===== config.mk =====
export PLATFORM = sky130hd
export DESIGN_NAME = stflag_policy
export DESIGN_NICKNAME = d
export VERILOG_FILES = /design/src/rtl/stflag_pkg.sv /design/src/rtl/stflag_merr_window.sv /design/src/rtl/stflag_policy_fsm.sv /design/src/rtl/stflag_policy.sv
export SDC_FILE = /design/constraint.sdc
export NUM_CORES = 1
export LEC_CHECK = 0
export BUFFER_PORTS_ARGS = -buffer_cell sky130_fd_sc_hd__buf_2
export CAP_MARGIN = 20
export CORE_MARGIN = 3
export CORE_UTILIZATION = 40
export CTS_BUF_LIST = sky130_fd_sc_hd__clkbuf_8
export DETAILED_ROUTE_END_ITERATION = 12
export MAX_ROUTING_LAYER = met4
export PLACE_DENSITY = 0.72
export SETUP_SLACK_MARGIN = 0.3
export SYNTH_ARGS = -nofsm -noshare
export SYNTH_HDL_FRONTEND = slang
export SYNTH_SLANG_ARGS = --single-unit

===== constraint.sdc =====
create_clock -name clk -period 1.9 [get_ports clk]
set_input_delay 0.38 -clock clk [delete_from_list [all_inputs] [get_ports clk]]
set_output_delay 0.38 -clock clk [all_outputs]
set_load 0.01 [all_outputs]

===== src/rtl/stflag_pkg.sv =====
package stflag_pkg;

    localparam int CODE_W = 5;
    localparam int BIT_N  = 3;

    localparam logic [CODE_W-1:0] MC_TXSTAT = 5'b00010;
    localparam logic [CODE_W-1:0] MC_INH    = 5'b00110;
    localparam logic [CODE_W-1:0] MC_UNINH  = 5'b00111;
    localparam logic [CODE_W-1:0] MC_RESET  = 5'b01000;
    localparam logic [CODE_W-1:0] MC_TXLAST = 5'b10010;
    localparam logic [CODE_W-1:0] MC_TXBIT  = 5'b10011;

    typedef enum logic [1:0] {
        ST_CLEAN,
        ST_FRESH,
        ST_SHOWN
    } flag_st_e;

    typedef enum logic [2:0] {
        ACT_NONE,
        ACT_RESET,
        ACT_HOLD,
        ACT_SHOW,
        ACT_MARK,
        ACT_CLEAR,
        ACT_LEGACY
    } act_e;

endpackage


===== src/rtl/stflag_merr_window.sv =====
module stflag_merr_window #(
    parameter int WIN_CYC = 125
) (
    input  logic clk,
    input  logic rst_n,
    input  logic incmd_n,
    input  logic merr_req,
    output logic me_o
);
    localparam int CW = $clog2(WIN_CYC + 1);

    logic          inc_prev;
    logic          merr_prev;
    logic [CW-1:0] cnt_q;
    logic          me_q;
    logic          fall;
    logic          rise;

    assign fall = inc_prev & ~incmd_n;
    assign rise = ~merr_prev & merr_req;

    always_ff @(posedge clk or negedge rst_n) begin
        if (!rst_n) begin
            inc_prev  <= 1'b1;
            merr_prev <= 1'b0;
            cnt_q     <= '0;
            me_q      <= 1'b0;
        end else begin
            inc_prev  <= incmd_n;
            merr_prev <= merr_req;
            if (fall) begin
                cnt_q <= CW'(WIN_CYC);
                me_q  <= 1'b0;
            end else begin
                if (cnt_q != '0) cnt_q <= cnt_q - CW'(1);
                if (rise && (cnt_q != '0)) me_q <= 1'b1;
            end
        end
    end

    assign me_o = me_q;


    me_needs_window_chk: assert property (@(posedge clk) disable iff (!rst_n)
        $rose(me_q) |-> $past(cnt_q != '0));


    me_cleared_on_fall_chk: assert property (@(posedge clk) disable iff (!rst_n)
        (inc_prev && !incmd_n) |=> !me_q);

endmodule


===== src/rtl/stflag_policy_fsm.sv =====
module stflag_policy_fsm
    import stflag_pkg::*;
(
    input  logic              clk,
    input  logic              rst_n,
    input  logic              cmd_valid,
    input  logic              cmd_is_mode,
    input  logic [CODE_W-1:0] cmd_code,
    input  logic              live_tf,
    input  logic              live_ssf,
    input  logic [BIT_N-1:0]  live_bits,
    input  logic              pol_en_n,
    input  logic              pol_upd_n,
    input  logic              pol_next_n,
    input  logic              pol_bitkeep_n,
    input  logic              dbc_acc_n,
    output logic              rep_tf,
    output logic              rep_ssf,
    output logic              rep_dbca,
    output logic              inh_tf,
    output logic [BIT_N-1:0]  bits_o
);
    flag_st_e          st_q, st_d;
    act_e              act;
    logic              tf_q, ssf_q;
    logic [BIT_N-1:0]  bits_q;
    logic              is_query, is_bit, is_rst, is_inh, is_uninh;
    logic              evt;
    logic              lat_tf, lat_ssf;
    logic [BIT_N-1:0]  lat_bits;

    assign is_query = cmd_is_mode && (cmd_code == MC_TXSTAT || cmd_code == MC_TXLAST);
    assign is_bit   = cmd_is_mode && (cmd_code == MC_TXBIT);
    assign is_rst   = cmd_is_mode && (cmd_code == MC_RESET);
    assign is_inh   = cmd_is_mode && (cmd_code == MC_INH);
    assign is_uninh = cmd_is_mode && (cmd_code == MC_UNINH);

    assign evt      = live_tf | live_ssf | (|live_bits);
    assign lat_tf   = tf_q | live_tf;
    assign lat_ssf  = ssf_q | live_ssf;
    assign lat_bits = bits_q | live_bits;

    // command classification
    always_comb begin
        act = ACT_NONE;
        if (cmd_valid) begin
            if (is_rst)
                act = ACT_RESET;
            else if (pol_en_n)
                act = is_query ? ACT_SHOW : ACT_LEGACY;
            else if (is_query)
                act = (!pol_upd_n && st_q == ST_FRESH) ? ACT_SHOW : ACT_HOLD;
            else if (is_bit && !pol_bitkeep_n && st_q == ST_FRESH)
                act = ACT_SHOW;
            else if (!pol_next_n && st_q == ST_FRESH)
                act = ACT_MARK;
            else
                act = ACT_CLEAR;
        end
    end

    // next state
    always_comb begin
        st_d = st_q;
        unique case (act)
            ACT_NONE, ACT_HOLD, ACT_SHOW: st_d = evt ? ST_FRESH : st_q;
            ACT_MARK:                     st_d = evt ? ST_FRESH : ST_SHOWN;
            ACT_CLEAR, ACT_LEGACY:        st_d = evt ? ST_FRESH : ST_CLEAN;
            ACT_RESET:                    st_d = ST_CLEAN;
        endcase
    end

    // state register
    always_ff @(posedge clk or negedge rst_n) begin
        if (!rst_n) st_q <= ST_CLEAN;
        else        st_q <= st_d;
    end

    // latches and reply register
    always_ff @(posedge clk or negedge rst_n) begin
        if (!rst_n) begin
            tf_q    <= 1'b0;
            ssf_q   <= 1'b0;
            bits_q  <= '0;
            rep_tf  <= 1'b0;
            rep_ssf <= 1'b0;
        end else begin
            unique case (act)
                ACT_RESET: begin
                    tf_q    <= 1'b0;
                    ssf_q   <= 1'b0;
                    bits_q  <= '0;
                    rep_tf  <= 1'b0;
                    rep_ssf <= 1'b0;
                end
                ACT_NONE, ACT_HOLD: begin
                    tf_q   <= lat_tf;
                    ssf_q  <= lat_ssf;
                    bits_q <= lat_bits;
                end
                ACT_SHOW, ACT_MARK: begin
                    tf_q    <= lat_tf;
                    ssf_q   <= lat_ssf;
                    bits_q  <= lat_bits;
                    rep_tf  <= lat_tf;
                    rep_ssf <= lat_ssf;
                end
                ACT_CLEAR: begin
                    tf_q    <= live_tf;
                    ssf_q   <= live_ssf;
                    bits_q  <= live_bits;
                    rep_tf  <= live_tf;
                    rep_ssf <= live_ssf;
                end
                ACT_LEGACY: begin
                    tf_q    <= live_tf;
                    ssf_q   <= live_ssf;
                    bits_q  <= live_bits;
                    rep_tf  <= lat_tf;
                    rep_ssf <= lat_ssf;
                end
            endcase
        end
    end

    // terminal-flag inhibit and bus-control bit
    always_ff @(posedge clk or negedge rst_n) begin
        if (!rst_n) begin
            inh_tf   <= 1'b0;
            rep_dbca <= 1'b0;
        end else if (cmd_valid) begin
            rep_dbca <= ~dbc_acc_n;
            if (is_rst)        inh_tf <= 1'b0;
            else if (is_inh)   inh_tf <= 1'b1;
            else if (is_uninh) inh_tf <= 1'b0;
        end
    end

    assign bits_o = bits_q;


    reset_cmd_clears_chk: assert property (@(posedge clk) disable iff (!rst_n)
        (cmd_valid && is_rst) |=> (st_q == ST_CLEAN && !rep_tf && !rep_ssf
                                   && bits_q == '0 && !inh_tf));


    query_holds_reply_chk: assert property (@(posedge clk) disable iff (!rst_n)
        (cmd_valid && is_query && !pol_en_n && (pol_upd_n || st_q != ST_FRESH))
        |=> $stable({rep_tf, rep_ssf}));


    ssf_cause_latches_chk: assert property (@(posedge clk) disable iff (!rst_n)
        (!cmd_valid && live_ssf) |=> (ssf_q && st_q == ST_FRESH));


    bitkeep_preserves_chk: assert property (@(posedge clk) disable iff (!rst_n)
        (cmd_valid && is_bit && !pol_en_n && !pol_bitkeep_n && st_q == ST_FRESH)
        |=> ((bits_q & $past(bits_q)) == $past(bits_q)));


    reply_quiet_chk: assert property (@(posedge clk) disable iff (!rst_n)
        !cmd_valid |=> $stable({rep_tf, rep_ssf, rep_dbca}));

endmodule


===== src/rtl/stflag_policy.sv =====
module stflag_policy
    import stflag_pkg::*;
#(
    parameter int ME_WIN_CYC = 125
) (
    input  logic              clk,
    input  logic              rst_n,
    input  logic              cmd_valid,
    input  logic              cmd_is_mode,
    input  logic [CODE_W-1:0] cmd_code,
    input  logic              ss_err_n,
    input  logic              hs_fail,
    input  logic              lt_fail,
    input  logic              tx_timeout,
    input  logic              selftest_fail,
    input  logic              addr_par_err,
    input  logic              pol_en_n,
    input  logic              pol_upd_n,
    input  logic              pol_next_n,
    input  logic              pol_bitkeep_n,
    input  logic              incmd_n,
    input  logic              merr_req,
    input  logic              dbc_acc_n,
    output logic              sw_tf,
    output logic              sw_ssf,
    output logic              sw_me,
    output logic              sw_dbca,
    output logic              bw_txto,
    output logic              bw_hsf,
    output logic              bw_ltf
);
    logic             live_tf, live_ssf;
    logic [BIT_N-1:0] live_bits;
    logic             rep_tf, rep_ssf, rep_dbca, inh_tf;
    logic [BIT_N-1:0] bits_q;

    assign live_tf   = lt_fail | tx_timeout | selftest_fail | addr_par_err;
    assign live_ssf  = ~ss_err_n | hs_fail;
    assign live_bits = {tx_timeout, hs_fail, lt_fail};

    stflag_policy_fsm u_fsm (
        .clk           (clk),
        .rst_n         (rst_n),
        .cmd_valid     (cmd_valid),
        .cmd_is_mode   (cmd_is_mode),
        .cmd_code      (cmd_code),
        .live_tf       (live_tf),
        .live_ssf      (live_ssf),
        .live_bits     (live_bits),
        .pol_en_n      (pol_en_n),
        .pol_upd_n     (pol_upd_n),
        .pol_next_n    (pol_next_n),
        .pol_bitkeep_n (pol_bitkeep_n),
        .dbc_acc_n     (dbc_acc_n),
        .rep_tf        (rep_tf),
        .rep_ssf       (rep_ssf),
        .rep_dbca      (rep_dbca),
        .inh_tf        (inh_tf),
        .bits_o        (bits_q)
    );

    stflag_merr_window #(.WIN_CYC(ME_WIN_CYC)) u_merr (
        .clk      (clk),
        .rst_n    (rst_n),
        .incmd_n  (incmd_n),
        .merr_req (merr_req),
        .me_o     (sw_me)
    );

    assign sw_tf   = rep_tf & ~inh_tf;
    assign sw_ssf  = rep_ssf;
    assign sw_dbca = rep_dbca;
    assign bw_txto = bits_q[2];
    assign bw_hsf  = bits_q[1];
    assign bw_ltf  = bits_q[0];


    inhibit_masks_tf_chk: assert property (@(posedge clk) disable iff (!rst_n)
        (cmd_valid && cmd_is_mode && cmd_code == MC_INH) |=> !sw_tf);


    dbca_follows_accept_chk: assert property (@(posedge clk) disable iff (!rst_n)
        (cmd_valid && dbc_acc_n) |=> !sw_dbca);

endmodule


==> flow_summary.json, run 1 <==
{
  "io_buffers": 28,
  "slew_violations": 0,
  "clock_latency_ns": 0.26,
  "rsz0062_at_grt": "true",
  "syn_to_final_growth_pct": 39.22,
  "vias_per_cell": 5.404,
  "min_period_ns": 1.716,
  "vias": 962,
  "r2r_cells": 6,
  "diodes": 0,
  "drt_wl_total_um": 2559,
  "setup_viol": 0,
  "ir_drop_uv": 649.7,
  "critical_path_class": "flip-flop to flip-flop",
  "tightestPinTransition_ns": 0.4713,
  "layout_common_cells": "buf_2 (28), dfrtp_1 (20), buf_4 (16), nand2_1 (9)",
  "synth_seq_cells": 21,
  "fin_crit_sh_pct": 90.31,
  "drc_errors": 0,
  "leakage_uw": 0.0006856,
  "startpoint": "u_fsm.st_q[1]$_DFFE_PN0P_",
  "cts_root_buffer": "clkbuf_8",
  "cts_inserted_buffers": 3,
  "whs_ns": 0.06644,
  "synth_fp_nets": 124,
  "io_pins": 29,
  "yosysWarnings": 0,
  "cts_sinks": 21,
  "start_util_pct": 42.87,
  "yosysSeqAreaShare_pct": 48.28,
  "cts_tree": "built",
  "layout.nets": 172,
  "cts.path.max_buffers": 2,
  "synth_cell_type_count": 41,
  "hpwl_um": 1916,
  "timing.rr.start": "u_fsm.st_q[1]$_DFFE_PN0P_",
  "hold_path.class": "input pin to asynchronous set/reset pin",
  "antenna_left": 0,
  "syn_inst": 101,
  "reg2reg_slack_ns": 0.18,
  "grt_first_pass_wirelength_um": 4478,
  "grt-busiest-layer": "met2",
  "power.density_nw_per_um2": 746.8,
  "status": "finished, final reports clean",
  "worstPathMaxFanout": 6,
  "floorplan.rows": 18,
  "startpoint_type": "flip-flop",
  "fmax_ghz": 0.5828,
  "clk_pin_slew_ns": 0.07,
  "die_h_um": 58.23,
  "grt_use_met3_pct": 5.791,
  "fp.dieW_um": 58.23,
  "cp.required_ns": 2.09,
  "gp_congestion": 0.8403,
  "htreeDepth": 1,
  "clock_skew_ns": 0.002634,
  "ctsHoldBuffers": 0,
  "drive_gt1_share_pct": 46.62,
  "coreArea_um2": 2545,
  "first_iter_violations": 16,
  "overflow": 0,
  "slew_headroom_pct": 68.58,
  "final_common_cell": "buf_2",
  "syn_area_per_cell_um2": 10.80,
  "cap_violations": 0,
  "grt_pass1_vias": 1037,
  "hold_violations": 0,
  "die-area_um2": 3390,
  "gr-usage-met2_pct": 29.52,
  "tns_ns": 0,
  "grt_usage_pct": 17.53,
  "timing.rr.end": "u_fsm.bits_o[1]$_DFF_PN0_",
  "antenna_found_initial": 0,
  "crit_arrival_ns": 1.91,
  "wire_per_inst_um": 14.38,
  "finish.utilization_pct": 59.69,
  "grt_max_degree": 22,
  "drt-pass1-iter-count": 4,
  "critPathCaptureType": "flip-flop",
  "syn_area_um2": 1091,
  "grtUsageMet1_pct": 19.55
}
-- worst max path at each step --
stage / to / slack (ns) / cells after the start
final: u_fsm.bits_o[1]$_DFF_PN0_ / 0.18 / 6
after global routing: u_fsm.tf_q$_DFF_PN0_ / 0.12 / 6
after detailed placement: u_fsm.tf_q$_DFF_PN0_ / -0.1 / 7
after CTS: u_fsm.tf_q$_DFF_PN0_ / 0.14 / 6
after global placement: u_fsm.bits_o[1]$_DFF_PN0_ / -0.05 / 7
after floorplan: u_fsm.bits_o[0]$_DFF_PN0_ / 0.15 / 6
-- power by group --
part	switching, uW	internal (uW)	total (uW)
clock	137	144	281
combinational	146	163	310
sequential	37.9	505	543
total	322	813	1130
-- Yosys cell counts, drive strengths merged --
library cell	instances	area (um2)
and2	1	6.260
a311oi	1	26.28
or2	1	6.260
o211ai	2	20.02
nand2b	7	43.79
nand2	10	37.54
o31ai	1	7.510
a21oi	2	10.01
a31oi	2	18.77
and3b	2	18.77
nor4bb	1	10.01
o2111a	1	11.26
or4	2	15.01
nor3b	3	22.52
inv	6	22.52
dfstp	1	26.28
xnor2	2	17.52
nor2	7	28.78
clkbuf	1	3.750
and3	2	13.77
a22o	5	43.79
o21a	2	15.01
or4b	1	10.01
o22ai	2	12.51
a211o	1	8.760
nor4	2	33.78
o311ai	1	8.760
nand4b	1	8.760
nand3b	1	7.510
a22oi	2	15.01
xor2	2	17.52
ha	1	12.51
dfrtp	20	500.5
a32o	1	10.01
o21ai	4	20.02
-- per-stage QoR --
stage | area (um2) | setup slack (ns) | cells | total power (uW)
3_5_place_dp | 1386 | -0.09521 | 169 | 820.0
6_report | 1519 | 0.1841 | 178 | 1134
4_1_cts | 1504 | 0.1367 | 178 | 1140
2_1_floorplan | 1130 | 0.1452 | 101 | 716.8
5_1_grt | 1519 | 0.1188 | 178 | 1207
3_3_place_gp | 1386 | -0.04822 | 169 | 807.6
-- critical path: stages (launching register included) --
cell	delay [ns]
dfrtp_1	0.41
nand2b_4	0.15
a211o_1	0.26
a311oi_4	0.32
nor2_2	0.10
a31oi_4	0.22
a22o_1	0.19
-- routing by layer --
layer / vias up / wire (um) / part of all wire [%]
met5: - / 0 / 0
met4: 0 / 25 / 0.98
met3: 4 / 146 / 5.7
met2: 29 / 1350 / 53
met1: 463 / 1037 / 41
li1: 466 / - / -
-- timing repair --
action,CTS,global route
pin swaps,13,5
buffers inserted,5,0
setup endpoints to repair,11,11
gates resized for setup,6,2
-- layout make-up --
cell class              count  area, um2
fillers                   232       1026
multi-input cells          73      626.9
flip-flops and latches     21      526.8
repair buffers             44      260.3
clock buffers               3      41.29
well taps                  30      37.54
inverters                   6      22.52
clock inverters             1      3.754
-- flip-flops by register name, indices dropped and copies added (netlist names) --
register / count
u_fsm.st_q: 2
u_fsm.rep_ssf: 1
u_fsm.inh_tf: 1
u_fsm.rep_dbca: 1
u_merr.cnt_q: 7
u_fsm.tf_q: 1
u_merr.inc_prev: 1
u_fsm.ssf_q: 1
u_fsm.bits_o: 3
u_merr.me_o: 1
u_fsm.rep_tf: 1
u_merr.merr_prev: 1
-- cell families (layout without fill, tap and decap cells) --
family	count (synthesis)	count (layout)	share of synthesized area, %
AND/OR/NAND/NOR	41	41	24.08
AO/OA/AOI/OAI	27	27	20.87
flip-flops	21	21	48.28
buffers and inverters	7	54	2.408
XOR/XNOR	4	4	3.212
adder cells (fa/ha/maj)	1	1	1.147
Note: power is estimated with default switching activity, not from simulation.
==> inputs of run 2 (changes only) <==
--- a/config.mk
+++ b/config.mk
@@ -8,4 +8,5 @@
 export BUFFER_PORTS_ARGS = -buffer_cell sky130_fd_sc_hd__buf_2
 export CAP_MARGIN = 20
+export CORE_ASPECT_RATIO = 1.25
 export CORE_MARGIN = 3
 export CORE_UTILIZATION = 40
==> constraint.sdc (replaced) <==
create_clock -name clk -period 1.9 [get_ports clk]
set_input_delay 0.095 -clock clk [delete_from_list [all_inputs] [get_ports clk]]
set_output_delay 0.095 -clock clk [all_outputs]
set_load 0.01 [all_outputs]
==> flow_summary.json, run 2 (synthesized netlist as in run 1, its figures left out) <==
{
  "fin_crit_sh_pct": 87.36,
  "clock_skew_ns": 0.001355,
  "wl_met1_um": 964,
  "drc_errors": 0,
  "top_layer": "met4",
  "cts.path.max_buffers": 2,
  "whs_ns": 0.01479,
  "coreArea_um2": 2527,
  "cts_inserted_buffers": 3,
  "htreeDepth": 1,
  "tns_ns": 0,
  "drive_gt1_share_pct": 39.86,
  "p_comb_share_pct": 25.0,
  "hold_violations": 0,
  "syn_to_final_growth_pct": 33.49,
  "pre_cts_ws_ns": 0.1339,
  "rsz0062_at_grt": "true",
  "cts_sinks": 21,
  "final_common_cell": "buf_2",
  "power.density_nw_per_um2": 758.0,
  "diodes": 0,
  "hold_path.class": "input pin to flip-flop",
  "wl_met3_um": 68,
  "p_seq_share_pct": 49.3,
  "crit_arrival_ns": 1.80,
  "antenna_left": 0,
  "p_switching_uw": 310.3,
  "clkPwrFrac_pct": 25.8,
  "timing.rr.end": "u_fsm.rep_tf$_DFFE_PN0P_",
  "finalWorstSetupSlack_ns": 0.2402,
  "io_pins": 29,
  "min_to": "u_fsm.rep_dbca$_DFFE_PN0P_",
  "cpLargestDelayFamily": "compound AO/OA/AOI/OAI gates",
  "r2r_cells": 6,
  "leakage_uw": 0.0006541,
  "cts_root_buffer": "clkbuf_8",
  "die-area_um2": 3394,
  "slowest_stage": "dfrtp_1",
  "cap_violations": 0,
  "largest_register": "u_merr.cnt_q",
  "status": "finished, final reports clean",
  "clk_pin_slew_ns": 0.07,
  "overflow": 0,
  "first_iter_violations": 10,
  "tightestPinTransition_ns": 0.4587,
  "gp_congestion": 0.8008,
  "sw_frac_of_total_pct": 28.10,
  "layout_common_cells": "buf_2 (28), dfrtp_1 (20), nand2_1 (10), buf_4 (8)",
  "wire_per_inst_um": 13.23,
  "layout.nets": 167,
  "cp.required_ns": 2.04,
  "min_period_ns": 1.660,
  "grt_usage_pct": 15.88,
  "largest_reg_flops": 7,
  "worstPathMaxFanout": 4,
  "reg2reg_slack_ns": 0.24,
  "grt_first_pass_wirelength_um": 3919,
  "fmax_ghz": 0.6025,
  "setup_viol": 0,
  "min-delay-start": "dbc_acc_n",
  "antenna_found_initial": 0,
  "placed_area_um2": 1335,
  "cts_tree": "built",
  "io_buffers": 28,
  "grt_pass1_vias": 961,
  "hpwl_um": 1841,
  "timing.rr.start": "u_fsm.st_q[1]$_DFFE_PN0P_",
  "floorplan.rows": 20,
  "critical_path.cell_chain": "nand2b_4, a211o_1, a311oi_4, nand2_1, a22oi_1, o22ai_1",
  "ir_drop_uv": 403.8,
  "slew_headroom_pct": 69.42,
  "cp_slowest_stage_delay_ns": 0.38,
  "critical_path_class": "flip-flop to flip-flop",
  "startpoint_type": "flip-flop",
  "critPathBufInv": 0,
  "clock_latency_ns": 0.25,
  "drt_wl_total_um": 2329,
  "hold_depth": 2,
  "critPathCaptureType": "flip-flop",
  "vias": 909,
  "die_h_um": 64.39,
  "vias_per_cell": 5.165,
  "fp.dieW_um": 52.71,
  "p_int_uw": 793.8,
  "design_area_um2": 1456,
  "drt-pass1-iter-count": 4,
  "slew_violations": 0,
  "dr_wl_met2_um": 1267,
  "post_cts_resized": 0,
  "grt_max_degree": 22,
  "start_util_pct": 43.17
}
-- run 2: power groups by stage --
| stage | Clock, uW | Combinational, uW | Sequential (uW) |
|---|---|---|---|
| 6_report | 284 | 276 | 544 |
| 5_1_grt | 313 | 308 | 551 |
| 4_1_cts | 291 | 269 | 546 |
| 3_5_place_dp | 0 | 258 | 554 |
| 3_3_place_gp | 0 | 249 | 550 |
| 2_1_floorplan | 0 | 168 | 551 |
-- run 2: area by class of cell --
cell class	count	area (um2)
clock inverter	1	5.005
tap	33	41.29
fill	225	1071
inverter	6	22.52
multi-input combinational	73	589.3
sequential	21	526.8
timing repair buffer	39	230.2
clock buffer	3	41.29
-- run 2: how the worst max path moves through the flow --
stage                                            from                     endpoint  slack (ns)  cells past startpoint
final                       u_fsm.st_q[1]$_DFFE_PN0P_     u_fsm.rep_tf$_DFFE_PN0P_        0.24                      6
after global routing        u_fsm.st_q[1]$_DFFE_PN0P_    u_fsm.st_q[1]$_DFFE_PN0P_        0.16                      6
after CTS                   u_fsm.st_q[1]$_DFFE_PN0P_     u_fsm.rep_tf$_DFFE_PN0P_        0.25                      6
after detailed placement  u_merr.cnt_q[3]$_DFFE_PN0P_  u_merr.cnt_q[5]$_DFFE_PN0P_        0.13                      6
after global placement    u_merr.cnt_q[1]$_DFFE_PN0P_  u_merr.cnt_q[5]$_DFFE_PN0P_        0.17                      8
after floorplan           u_merr.cnt_q[1]$_DFFE_PN0P_  u_merr.cnt_q[5]$_DFFE_PN0P_        0.24                      8
-- run 2: per-stage QoR --
step                      util [%]  instances  total power, uW
after floorplan                  -        101            719.1
after global placement       52.82        163            798.4
after detailed placement     52.82        163            812.2
after CTS                    57.03        174             1105
after global routing         57.62        176             1172
final                        57.62        176             1104
-- run 2: what timing repair did --
action / in CTS / in global routing
cloned: 0 / 0
endpoints found under the setup margin: 10 / 12
setup buffers: 4 / 2
hold buffers: 3 / 0
hold endpoints to repair: 22 / 0
pin swaps: 5 / 1
-- run 2: layer usage --
metal | global-route usage (%) | vias up
met1 | 15.74 | 437
met4 | 7.987 | 0
li1 | - | 456
met3 | 1.632 | 2
met5 | - | -
met2 | 29.35 | 14
==> inputs of run 3 (changes only) <==
==> constraint.sdc (replaced) <==
create_clock -name clk -period 1.9 [get_ports clk]
set_input_delay 0.285 -clock clk [delete_from_list [all_inputs] [get_ports clk]]
set_output_delay 0.285 -clock clk [all_outputs]
set_load 0.01 [all_outputs]
==> flow_summary.json, run 3 (synthesized netlist as in run 1, its figures left out) <==
{
  "vias_per_cell": 5.267,
  "status": "finished, final reports clean",
  "floorplan.rows": 20,
  "coreArea_um2": 2527,
  "largest_register": "u_merr.cnt_q",
  "fin_crit_sh_pct": 88.63,
  "ir_drop_uv": 382.3,
  "largest_reg_flops": 7,
  "cts_root_buffer": "clkbuf_8",
  "cts_sinks": 21,
  "io_pins": 29,
  "die-area_um2": 3394,
  "setup_viol": 0,
  "startpoint_type": "flip-flop",
  "leakage_uw": 0.0006589,
  "worstPathMaxFanout": 4,
  "hpwl_um": 1765,
  "drive_gt1_share_pct": 41.26,
  "grt_usage_pct": 14.98,
  "tightestPinTransition_ns": 0.4514,
  "slew_violations": 0,
  "fmax_ghz": 0.5938,
  "cts_inserted_buffers": 3,
  "htreeDepth": 1,
  "drt-pass1-iter-count": 2,
  "layout.cells.non_filler": 176,
  "start_util_pct": 43.17,
  "min_period_ns": 1.684,
  "pre_cts_ws_ns": 0.02414,
  "grtUsageMet1_pct": 14.48,
  "clk_pin_slew_ns": 0.07,
  "first_iter_violations": 13,
  "slew_headroom_pct": 69.91,
  "clock_latency_ns": 0.25,
  "wire_per_inst_um": 12.91,
  "power.total_uw": 1104,
  "tns_ns": 0,
  "final_common_cell": "buf_2",
  "hold_violations": 0,
  "vias": 927,
  "critPathCaptureType": "flip-flop",
  "die_h_um": 64.39,
  "reg2reg_slack_ns": 0.22,
  "layout.nets": 167,
  "crit_arrival_ns": 1.81,
  "grt_pass1_vias": 999,
  "diodes": 0,
  "grt-busiest-layer": "met2",
  "fp.dieW_um": 52.71,
  "layout_common_cells": "buf_2 (28), dfrtp_1 (20), nand2_1 (10), buf_4 (10)",
  "grt_max_degree": 22,
  "clock_skew_ns": 0.002629,
  "gr-usage-met2_pct": 28.73,
  "cp.required_ns": 2.03,
  "grt_first_pass_wirelength_um": 3836,
  "drt_wl_total_um": 2272,
  "critical_path_class": "flip-flop to flip-flop",
  "cts_tree": "built",
  "hold_path.class": "input pin to flip-flop",
  "finalWorstSetupSlack_ns": 0.2159,
  "overflow": 0,
  "drc_errors": 0,
  "io_buffers": 28,
  "grt_use_met3_pct": 1.399,
  "cts.path.max_buffers": 2,
  "power.density_nw_per_um2": 755.3,
  "syn_to_final_growth_pct": 33.94,
  "antenna_found_initial": 0,
  "gp_congestion": 0.7877,
  "rsz0062_at_grt": "true",
  "cap_violations": 0,
  "dp.cells": 167,
  "antenna_left": 0
}
## run 3: changes by cell type in the layout (fill, tap and decap cells not counted), sizes merged
| cell | delta |
|---|---|
| buf | +2 |
| clkinv | -1 |
| dlygate4sd3 | -2 |
| inv | +1 |
## run 3: worst paths after layout
kind | from | to | cells past startpoint
max | u_fsm.st_q[1]$_DFFE_PN0P_ | u_fsm.rep_ssf$_DFFE_PN0P_ | 6
min | incmd_n | u_merr.inc_prev$_DFF_PN1_ | 1
max reg2reg | u_fsm.st_q[1]$_DFFE_PN0P_ | u_fsm.rep_ssf$_DFFE_PN0P_ | 6
min reg2reg | u_fsm.rep_dbca$_DFFE_PN0P_ | u_fsm.rep_dbca$_DFFE_PN0P_ | 2
max in group asynchronous | rst_n | u_merr.inc_prev$_DFF_PN1_ | 2
min in group asynchronous | rst_n | u_merr.cnt_q[3]$_DFFE_PN0P_ | 2
## run 3: worst max-delay path, cell delays in order (launching register included)
cell	delay, ns
dfrtp_1	0.39
nand2b_4	0.14
a211o_1	0.26
a311oi_4	0.30
nand2_1	0.16
a22oi_1	0.21
o22ai_1	0.10
## run 3: timing repair
action | 4_1_cts | 5_1_grt
setup endpoints to repair | 10 | 11
buffers inserted | 4 | 0
hold endpoints to repair | 20 | 0
cloned | 0 | 0
gates resized for setup | 1 | 1
pin swaps | 4 | 2
hold buffers | 1 | 0
## run 3: layout make-up
cell class                      count  area [um2]
Clock buffer                        3       41.29
Clock inverter                      1       3.754
Fill cell                         232        1066
Inverter                            6       22.52
Multi-Input combinational cell     73       600.6
Sequential cell                    21       526.8
Tap cell                           33       41.29
Timing Repair Buffer               39       225.2
## run 3: metal layers
layer	share of wire (%)	routed length, um
met5	0	0
met2	55	1258
met1	40	920
met3	3.4	77
met4	0.70	16
## run 3: per-stage QoR
| step | area [um2] | utilization, % | hold slack [ns] |
|---|---|---|---|
| finish | 1461 | 57.82 | 0.1378 |
| CTS | 1459 | 57.72 | 0.1268 |
| global placement | 1369 | 54.16 | 0.2564 |
| detailed placement | 1369 | 54.16 | 0.2688 |
| floorplan | 1146 | - | -0.01059 |
| global route | 1461 | 57.82 | 0.1247 |
## run 3: power by group
group / switching [uW] / total, uW / leakage (uW) / internal, uW
Clock: 129 / 272 / 0.0000269 / 143
Sequential: 38.5 / 544 / 0.000227 / 506
Combinational: 138 / 288 / 0.000405 / 150
Total: 305 / 1100 / 0.000659 / 799
